**src/rtl/cpu_rst_pkg.sv**
```systemverilog
package cpu_rst_pkg;

  // bit positions decoded by software; the enable of bit b sits at b + WE_OFS
  localparam int RST_POS   = 0;
  localparam int FLUSH_POS = 4;
  localparam int DONE_POS  = 12;
  localparam int WE_OFS    = 16;

  typedef enum logic [1:0] {
    SEQ_IDLE    = 2'd0,
    SEQ_APPLY   = 2'd1,
    SEQ_HOLD    = 2'd2,
    SEQ_RELEASE = 2'd3
  } seqState_t;

  // strobes from the sequencer into the register datapath
  typedef struct packed {
    logic setDone;  // removal phase finished
    logic clrRst;   // hardware drops the reset bit (self-releasing variant)
    logic lockRst;  // software writes to the reset bit are ignored
  } seqStrobe_t;

endpackage

```
**src/rtl/cpu_rst_regs.sv**
```systemverilog
module cpu_rst_regs
  import cpu_rst_pkg::*;
#(
  parameter int DATA_W = 32
) (
  input  logic              clk,
  input  logic              rstN,
  input  logic              wrEn,
  input  logic [DATA_W-1:0] wrData,
  input  logic              flushDone,
  input  seqStrobe_t        strb,
  output logic              rstBit,
  output logic              flushBit,
  output logic [DATA_W-1:0] rdData
);

  localparam int HALF_W = DATA_W / 2;

  logic doneBit;
  logic rstWe, flushWe, doneClr;

  assign rstWe   = wrEn && wrData[RST_POS + WE_OFS];
  assign flushWe = wrEn && wrData[FLUSH_POS + WE_OFS];
  assign doneClr = wrEn && wrData[DONE_POS + WE_OFS] && wrData[DONE_POS];

  always_ff @(posedge clk or negedge rstN) begin
    if (!rstN) begin
      rstBit <= 1'b0;
    end else if (strb.clrRst) begin
      rstBit <= 1'b0;
    end else if (rstWe && !strb.lockRst) begin
      rstBit <= wrData[RST_POS];
    end
  end

  always_ff @(posedge clk or negedge rstN) begin
    if (!rstN) begin
      flushBit <= 1'b0;
    end else if (flushWe) begin
      flushBit <= wrData[FLUSH_POS];
    end else if (flushDone) begin
      flushBit <= 1'b0;
    end
  end

  always_ff @(posedge clk or negedge rstN) begin
    if (!rstN) begin
      doneBit <= 1'b0;
    end else if (strb.setDone) begin
      doneBit <= 1'b1;
    end else if (doneClr) begin
      doneBit <= 1'b0;
    end
  end

  always_comb begin
    rdData            = '0;
    rdData[RST_POS]   = rstBit;
    rdData[FLUSH_POS] = flushBit;
    rdData[DONE_POS]  = doneBit;
  end

  logic unusedWr;
  assign unusedWr = ^wrData[HALF_W-1:0];

  AST_FLUSH_KEEP: assert property (@(posedge clk) disable iff (!rstN)
    (!flushWe && !flushDone) |=> flushBit == $past(flushBit)) else $error("flush bit moved without enable");
  AST_FLUSH_SELF_CLEAR: assert property (@(posedge clk) disable iff (!rstN)
    (flushDone && !flushWe) |=> !flushBit) else $error("flush not cleared by completion");
  AST_DONE_W1C: assert property (@(posedge clk) disable iff (!rstN)
    (doneClr && !strb.setDone) |=> !doneBit) else $error("done flag not cleared");
  AST_DONE_STICKY: assert property (@(posedge clk) disable iff (!rstN)
    (doneBit && !doneClr) |=> doneBit) else $error("done flag dropped alone");

endmodule

```
**src/rtl/cpu_rst_seq.sv**
```systemverilog
module cpu_rst_seq
  import cpu_rst_pkg::*;
#(
  parameter int CNT_W        = 4,
  parameter bit AUTO_RELEASE = 1'b1
) (
  input  logic             clk,
  input  logic             rstN,
  input  logic             rstBit,
  input  logic             tick,
  input  logic [CNT_W-1:0] cfgTicks,
  output seqStrobe_t       strb,
  output logic             coreRst,
  output logic             coreClkEn
);

  localparam seqState_t AFTER_APPLY = AUTO_RELEASE ? SEQ_RELEASE : SEQ_HOLD;

  seqState_t state, stateNxt;
  logic [CNT_W-1:0] cnt;
  logic load, waiting, cntZero, finish;

  assign waiting = (state == SEQ_APPLY) || (state == SEQ_RELEASE);
  assign cntZero = (cnt == '0);

  always_comb begin
    stateNxt = state;
    load     = 1'b0;
    finish   = 1'b0;
    unique case (state)
      SEQ_IDLE: if (rstBit) begin
        stateNxt = SEQ_APPLY;
        load     = 1'b1;
      end
      SEQ_APPLY: if (cntZero) begin
        stateNxt = AFTER_APPLY;
        load     = 1'b1;
      end
      SEQ_HOLD: if (!rstBit) begin
        stateNxt = SEQ_RELEASE;
        load     = 1'b1;
      end
      SEQ_RELEASE: if (cntZero) begin
        stateNxt = SEQ_IDLE;
        finish   = 1'b1;
      end
      default: stateNxt = SEQ_IDLE;
    endcase
  end

  always_ff @(posedge clk or negedge rstN) begin
    if (!rstN) begin
      state <= SEQ_IDLE;
      cnt   <= '0;
    end else begin
      state <= stateNxt;
      if (load) begin
        cnt <= cfgTicks;
      end else if (waiting && !cntZero && tick) begin
        cnt <= cnt - CNT_W'(1);
      end
    end
  end

  assign coreRst   = (state == SEQ_APPLY) || (state == SEQ_HOLD);
  assign coreClkEn = (state == SEQ_IDLE) || (state == SEQ_HOLD);

  assign strb.setDone = finish;

  generate
    if (AUTO_RELEASE) begin : g_auto
      assign strb.clrRst  = finish;
      assign strb.lockRst = rstBit;
      AST_NO_HOLD: assert property (@(posedge clk) disable iff (!rstN)
        state != SEQ_HOLD) else $error("held state in self-releasing variant");
    end else begin : g_held
      assign strb.clrRst  = 1'b0;
      assign strb.lockRst = 1'b0;
      AST_HOLD_UNTIL_CLEAR: assert property (@(posedge clk) disable iff (!rstN)
        (state == SEQ_HOLD && rstBit) |=> coreRst) else $error("held reset removed early");
    end
  endgenerate

  AST_CLK_STOP: assert property (@(posedge clk) disable iff (!rstN)
    !$stable(coreRst) |-> !coreClkEn) else $error("reset moved with clock running");
  AST_NO_EARLY_EXIT: assert property (@(posedge clk) disable iff (!rstN)
    (waiting && !cntZero) |=> state == $past(state)) else $error("phase ended before count");

endmodule

```
**src/rtl/cpu_rst_ctl.sv**
```systemverilog
module cpu_rst_ctl
  import cpu_rst_pkg::*;
#(
  parameter int DATA_W       = 32,
  parameter int CNT_W        = 4,
  parameter bit AUTO_RELEASE = 1'b1
) (
  input  logic              clk,
  input  logic              rstN,
  input  logic              wrEn,
  input  logic [DATA_W-1:0] wrData,
  output logic [DATA_W-1:0] rdData,
  input  logic              tick,
  input  logic [CNT_W-1:0]  cfgTicks,
  input  logic              flushDone,
  output logic              coreRst,
  output logic              coreClkEn,
  output logic              flushReq
);

  seqStrobe_t strb;
  logic rstBit;

  cpu_rst_regs #(.DATA_W(DATA_W)) u_regs (
    .clk       (clk),
    .rstN      (rstN),
    .wrEn      (wrEn),
    .wrData    (wrData),
    .flushDone (flushDone),
    .strb      (strb),
    .rstBit    (rstBit),
    .flushBit  (flushReq),
    .rdData    (rdData)
  );

  cpu_rst_seq #(.CNT_W(CNT_W), .AUTO_RELEASE(AUTO_RELEASE)) u_seq (
    .clk       (clk),
    .rstN      (rstN),
    .rstBit    (rstBit),
    .tick      (tick),
    .cfgTicks  (cfgTicks),
    .strb      (strb),
    .coreRst   (coreRst),
    .coreClkEn (coreClkEn)
  );

endmodule

```
**config.mk**
```make
export PLATFORM = sky130hd
export DESIGN_NAME = cpu_rst_ctl
export DESIGN_NICKNAME = d
export VERILOG_FILES = /design/src/rtl/cpu_rst_pkg.sv /design/src/rtl/cpu_rst_regs.sv /design/src/rtl/cpu_rst_seq.sv /design/src/rtl/cpu_rst_ctl.sv
export SDC_FILE = /design/constraint.sdc
export NUM_CORES = 1
export LEC_CHECK = 0
export ABC_AREA = 0
export BUFFER_PORTS_ARGS = -buffer_cell sky130_fd_sc_hd__buf_2
export CORE_ASPECT_RATIO = 0.75
export CORE_MARGIN = 1.5
export CORE_UTILIZATION = 37
export CTS_CLUSTER_SIZE = 25
export DETAILED_ROUTE_END_ITERATION = 10
export GPL_ROUTABILITY_DRIVEN = 0
export PLACE_DENSITY = 0.77
export SLEW_MARGIN = 20
export SYNTH_ARGS = -nofsm -noshare
export SYNTH_HDL_FRONTEND = slang
export SYNTH_SLANG_ARGS = --single-unit
```
**constraint.sdc**
```tcl
create_clock -name clk -period 2.1 [get_ports clk]
set_input_delay 0.63 -clock clk [delete_from_list [all_inputs] [get_ports clk]]
set_output_delay 0.63 -clock clk [all_outputs]
set_load 0.02 [all_outputs]
```
-- Yosys cells after proc, flatten, opt, wreduce, memory -nomap -nowiden
Index checks and enable logic that the tools add are counted.
- logic and storage cells: 50
- output and inout port bits: 35
- register bits after elaboration: 9
- input bits: 41
- equality and inequality tests: 7
- muxes and demuxes: 18
- add/sub/neg operators: 1
- reduce and logical (&&, ||, !) cells: 19
- operators with widths (operator ; count):
    1-bit 2-to-1 mux ; 10
    2-bit 2-to-1 mux ; 4
    4-bit 2-to-1 mux ; 2
    2-bit one-hot mux with 4 select lines ; 1
    2-bit nonzero test ; 4
    1-bit logical AND ; 7
    2-bit == test, second input constant ; 2
    4-bit zero test ; 1
    2-bit by 1-bit != test with 1-bit output, second input constant ; 2
    2-bit != test, second input constant ; 2
    4-bit AND reduction ; 1
    4-bit by 1-bit subtractor with 4-bit output, second input constant ; 1
    1-bit logical OR ; 3
    1-bit one-hot mux with 3 select lines ; 1
    2-bit by 1-bit == test with 1-bit output, second input constant ; 1
    1-bit zero test ; 2
    2-bit zero test ; 1

-- Depth between registers and ports, before layout
Gate-level depths: netlist of run 1.
- word-level depth: 6
- mapped depth: 5
- gate-level depth less buffers: 5

-- Hierarchy
From an unflattened synthesis of run 1, not the netlist that was laid out.
- cells, all modules: 99
- area total of the unflattened synthesis: 892.1 µm²
- modules (own cells, without submodules) (module ; sequential area each (µm²) ; cells each ; times used ; area each (µm²)):
    cpu_rst_seq ; 150.1 ; 54 ; 1 ; 505.5
    cpu_rst_regs ; 75.1 ; 45 ; 1 ; 386.6

-- Worst setup path before layout of run 1
OpenSTA, ideal clock, no wires.
- kind: reg-to-output
- start: register u_seq.state[0]
- end: output coreClkEn
- arrival time: 1001 ps
- stages on the path, launching flop included: 4
- slack: 469 ps
- buffers on the path: 0
- data required time: 1470 ps
- cells stage by stage: dfrtp_1 -> inv_1 -> ha_1 -> or2_2
- word-level cells in the longest chain between the ends: 2
- elaborated cells on any way between the ends: 3
- classes of those cells: eq/ne (1); reduce/logical (2)
- ends and longest elaborated chain (what ; RTL line ; source):
    start: declaration ; cpu_rst_seq.sv:19 ; seqState_t state, stateNxt;
    start signal: assignment ; cpu_rst_seq.sv:56 ; state <= stateNxt;
    2-bit == test / 2-bit zero test (equally long branches) ; cpu_rst_seq.sv:66 ; assign coreClkEn = (state == SEQ_IDLE) || (state == SEQ_HOLD);
    1-bit logical OR * ; cpu_rst_seq.sv:66 ;
    end: declaration ; cpu_rst_ctl.sv:17 ; output logic coreClkEn,
Every way passes the cells marked *; elsewhere a longest branch is shown, timed or not.

-- Final worst setup path of run 1
Ends and elaborated chain as after synthesis.

==> impl_metrics.tcl, run 1 <==
set metrics [dict create \
    status "complete, no violations" \
    crit_buf_inv 2 \
    grt_pass1_wl_mm 1.85 \
    syn_to_final_growth_pct 4.70 \
    vias_per_cell 4.46 \
    required_ns 1.47 \
    chipHeight_um 43.9 \
    critPathSlowestCell "dfrtp_1" \
    power_density_nw_per_um2 1250 \
    ant_nets 0 \
    grt_pass1_vias 459 \
    syn-cell-area_um2 825 \
    io_buffer_count 20 \
    fmax_mhz 491 \
    ctsHoldBuffers 0 \
    root_buffer "clkbuf_4" \
    ys.flop_type "dfrtp_1" \
    cp_slowest_stage_delay_ns 0.39 \
    end_kind "output pin" \
    post-route-period-util 0.970 \
    cp.arrival_ns 1.41 \
    fin_nets 161 \
    crit_type "reg2out" \
    coreArea_um2 2050 \
    cap_violations 0 \
    grt_max_degree 10 \
    fin_crit_ns 2.04 \
    fin_skew_ns 0.000723 \
    drive_above_1_share 0.265 \
    slew_violations 0 \
    grt.overflow.total 0 \
    clock_path_buffers 2 \
    post-route-drc-count 0 \
    cts_buffers 3 \
    async_flop_share 1.00 \
    clkSinkCount 9 \
    leakage_nw 0.466 \
    final_common_cell "conb_1" \
    synth-edff-count 0 \
    vias 611 \
    placementRows 14 \
    ys_ff_latch 9 \
    yosys_warnings 0 \
    synth.distinct_cells 26 \
    layout.cells.non_filler 137 \
    die_area_um2 2520 \
    routed_wl_mm 1.35 \
    path_clk_slew_ns 0.06 \
    syn_area_per_cell_um2 9.06 \
    setup_viol 0 \
    initial_utilization 0.402 \
    clkLatencyLatePin_ns 0.25 \
    crit_chain "inv_1 -> ha_1 -> or2_2 -> buf_2" \
    ioPinCount 76 \
    final_cell_mix "conb_1 (29), buf_2 (20), dfrtp_1 (9), ha_1 (6)" \
    seq_area_frac_synth 0.273 \
    syn_inst 91 \
    dr.pass1.iters 4 \
    die_w_um 57.5 \
    hold_violations 0 \
    start_kind "flop" \
    dp_hpwl_mm 1.07 \
    wl_per_cell_um 9.86 \
    crit_fanout 4 \
    crit_family "flip-flops" \
    antenna_found_initial 0 \
    ctsResizeCount 0 \
    ir_drop_mv 0.579 \
    antenna_cells 0 \
    htreeDepth 1 \
    hold_path_class "in2async" \
    tns_ns 0 \
    grt_usage 0.0988 \
    cts_tree "yes" \
    dp_cells 131 \
    drt_iter0_drc 7 \
]
[power breakdown]
| group | internal [mW] | switching [mW] |
|---|---|---|
| sequential | 0.253 | 0.0797 |
| combinational | 0.264 | 0.351 |
| clock | 0.0731 | 0.0580 |
[metrics by stage]
step	hold slack, ns	instance area (um^2)	total power, mW	setup slack [ns]	util
finish	0.215	863	1.08	0.0636	0.421
global route	0.218	863	1.16	-0.00845	0.421
CTS	0.214	848	1.06	0.0271	0.414
detailed placement	0.484	822	0.925	0.316	0.401
global placement	0.478	822	0.908	0.351	0.401
floorplan	0.334	930	0.846	0.469	-
[registers in the layout, summed over array words and instances (netlist names)]
register,cells
u_seq.cnt,4
u_seq.state,2
u_regs.doneBit,1
u_regs.flushBit,1
u_regs.rstBit,1
[routing by layer]
| metal | track usage | routed length (um) | vias up |
|---|---|---|---|
| li1 | - | - | 299 |
| met1 | 0.111 | 596 | 275 |
| met2 | 0.170 | 597 | 35 |
| met3 | 0.0537 | 152 | 2 |
| met4 | 0.0140 | 4 | 0 |
| met5 | 0 | 0 | - |
[final timing paths]
path | slack [ns] | endpoint | depth (start not counted) | startpoint
worst min register to register | 0.50 | u_regs.doneBit$_DFFE_PN0P_ | 1 | u_regs.doneBit$_DFFE_PN0P_
min in group clk | 0.50 | u_regs.doneBit$_DFFE_PN0P_ | 1 | u_regs.doneBit$_DFFE_PN0P_
max in group asynchronous | 1.71 | u_seq.state[1]$_DFFE_PN0P_ | 1 | rstN
worst max-delay path | 0.06 | coreClkEn | 4 | u_seq.state[0]$_DFFE_PN0P_
worst min-delay path | 0.22 | u_seq.cnt[2]$_DFFE_PN0P_ | 1 | rstN
worst max register to register | 0.40 | u_seq.cnt[2]$_DFFE_PN0P_ | 6 | u_seq.cnt[0]$_DFFE_PN0P_
[synth_stat cells (2+ instances only)]
master	count	area, um^2
nand2_1	2	7.51
or3_1	3	18.8
nand3_1	2	10.0
a211oi_1	4	30.0
mux2i_1	3	30.0
buf_4	32	240
dfrtp_1	9	225
a31oi_1	5	31.3
o21ai_0	4	20.0
or4_1	2	15.0
inv_1	5	18.8
ha_1	6	75.1
[cells by family (layout without fill, tap and decap cells)]
logic type,after synthesis,count (layout),share of synthesized area
flops,9,9,0.273
fa+ha+maj,6,6,0.0910
buf+inv,38,32,0.320
simple gates,15,15,0.121
mux,4,4,0.0501
other cells,1,29,0.00455
compound gates,18,18,0.140
[area by class of cell]
class                           count  area [um^2]
Fill cell                         211         1190
Multi-Input combinational cell     72          440
Sequential cell                     9          225
Timing Repair Buffer               23          123
Tap cell                           24         30.0
Clock buffer                        4         26.3
Inverter                            5         18.8
[timing repair]
item	in CTS	in global routing
endpoints found under the setup margin	0	1
setup buffers	0	2
endpoints found under the hold margin	0	0
Power figures use the tool's default switching activity.
==> inputs of run 2 (changes only) <==
- CAP_MARGIN: not set -> 5
- CTS_BUF_LIST: not set -> sky130_fd_sc_hd__clkbuf_16
==> run 2 against run 1 <==
Compared with the run above: register-to-register slack hardly changed; routed wire length rose by 2.3%; critical path type unchanged; combinational power is 4.1% lower; sequential power about the same; highest routed layer unchanged; critical endpoint unchanged; clock skew is 0.0021 ns higher.
==> impl_metrics.tcl, run 2 (synthesis gave the netlist of run 1 again) <==
set metrics [dict create \
    status "complete, no violations" \
    drt_iter0_drc 5 \
    start_kind "flop" \
    antenna_cells 0 \
    tns_ns 0 \
    ctsHoldBuffers 0 \
    cap_violations 0 \
    io_buffer_count 20 \
    design_area_um2 901 \
    syn_to_final_growth_pct 9.26 \
    combPwrFrac 0.468 \
    drive_above_1_share 0.252 \
    initial_utilization 0.402 \
    hold_ws_ns 0.238 \
    final_cell_mix "conb_1 (29), buf_2 (20), dfrtp_1 (9), inv_1 (6), ha_1 (6)" \
    vias_per_cell 4.61 \
    routed_wl_mm 1.38 \
    dr.pass1.iters 4 \
    wl_per_cell_um 10.2 \
    vias 623 \
    seqPwrFrac 0.266 \
    crit_fanout 4 \
    die_area_um2 2520 \
    rsz0062_at_grt "no" \
    crit_family "flip-flops" \
    clockPowerShare 0.266 \
    r2r_start "u_seq.cnt[0]$_DFFE_PN0P_" \
    clkLatencyLatePin_ns 0.24 \
    ant_nets 0 \
    fin_nets 159 \
    largest_register_ffs 4 \
    placed_area_um2 822 \
    fin_util 0.440 \
    final_common_cell "conb_1" \
    cp_slowest_stage_delay_ns 0.39 \
    cts_setup_buffers 0 \
    ir_drop_mv 0.712 \
    power_density_nw_per_um2 1400 \
    end_kind "output pin" \
    crit_chain "inv_1 -> ha_1 -> or2_2 -> buf_2" \
    fin_crit_ns 2.02 \
    grt_pass1_wl_mm 1.93 \
    crit_type "reg2out" \
    grt_max_degree 10 \
    p_int_mw 0.747 \
    cp.arrival_ns 1.39 \
    hold_path_class "in2async" \
    setup_viol 0 \
    leakage_nw 0.484 \
    relSlewSlack 0.685 \
    switching_share 0.407 \
    placementRows 14 \
    ioPinCount 76 \
    required_ns 1.47 \
    grt.overflow.total 0 \
    hold_violations 0 \
    grt_pass1_vias 467 \
    cts_tree "yes" \
    post-route-drc-count 0 \
    coreArea_um2 2050 \
    dp_hpwl_mm 1.07 \
    grt_usage 0.110 \
    antenna_found_initial 0 \
    htreeDepth 1 \
    fin_skew_ns 0.00286 \
    clock_path_buffers 2 \
    path_clk_slew_ns 0.04 \
    worstMarginPinSlew_ns 0.459 \
    slew_violations 0 \
    ctsResizeCount 0 \
    largest-register "u_seq.cnt" \
    fmax_mhz 496 \
    crit_path_start "u_seq.state[0]$_DFFE_PN0P_" \
    cts_buffers 3 \
    critPathSlowestCell "dfrtp_1" \
    switchingPower_mw 0.513 \
    chipHeight_um 43.9 \
    clkSinkCount 9 \
    die_w_um 57.5 \
    root_buffer "clkbuf_16" \
    post-route-period-util 0.960 \
    crit_buf_inv 2 \
    reg_top3 "u_seq.cnt: 4 flops, u_seq.state: 2 flops" \
]
## run 2: cell type report
class	count	area, um^2
fill	203	1150
multi-input combinational	72	440
sequential	9	225
timing repair buffer	21	108
clock buffer	3	75.1
tap	24	30.0
inverter	5	18.8
clock inverter	1	3.75
## run 2: worst reg2reg max path, delay by kind of cell (launching register included)
family | cells | cell delay (ns)
adder cells (fa/ha/maj) | 1 | 0.22
buffers and inverters | 2 | 0.22
AO/OA/AOI/OAI | 1 | 0.18
flip-flops | 1 | 0.38
AND/OR/NAND/NOR | 2 | 0.62
## run 2: metal layers
metal / global-route usage / up-vias / routed length [um]
met5: 0 / - / 0
met4: 0.0698 / 0 / 36
met3: 0.0627 / 7 / 175
met2: 0.173 / 45 / 584
met1: 0.115 / 276 / 584
li1: - / 295 / -
## run 2: through the flow
step / setup slack (ns) / std cells / power [mW]
floorplan: 0.469 / 119 / 0.846
global placement: 0.351 / 131 / 0.908
detailed placement: 0.316 / 131 / 0.925
CTS: 0.0592 / 135 / 1.27
global route: 0.0133 / 135 / 1.34
finish: 0.0830 / 135 / 1.26
## run 2: path summary, 6_finish.rpt
path | slack (ns) | cells past startpoint | to
min reg2reg | 0.49 | 1 | u_regs.doneBit$_DFFE_PN0P_
max in group asynchronous | 1.68 | 1 | u_seq.state[0]$_DFFE_PN0P_
min in group clk | 0.49 | 1 | u_regs.doneBit$_DFFE_PN0P_
max | 0.08 | 4 | coreClkEn
min | 0.24 | 1 | u_seq.cnt[3]$_DFFE_PN0P_
max reg2reg | 0.40 | 6 | u_seq.cnt[2]$_DFFE_PN0P_
## run 2: power by group through the flow
stage	sequential, mW	clock, mW	combinational (mW)
floorplan	0.316	0	0.531
global placement	0.328	0	0.580
detailed placement	0.332	0	0.593
CTS	0.333	0.346	0.591
global route	0.345	0.357	0.641
finish	0.335	0.335	0.590
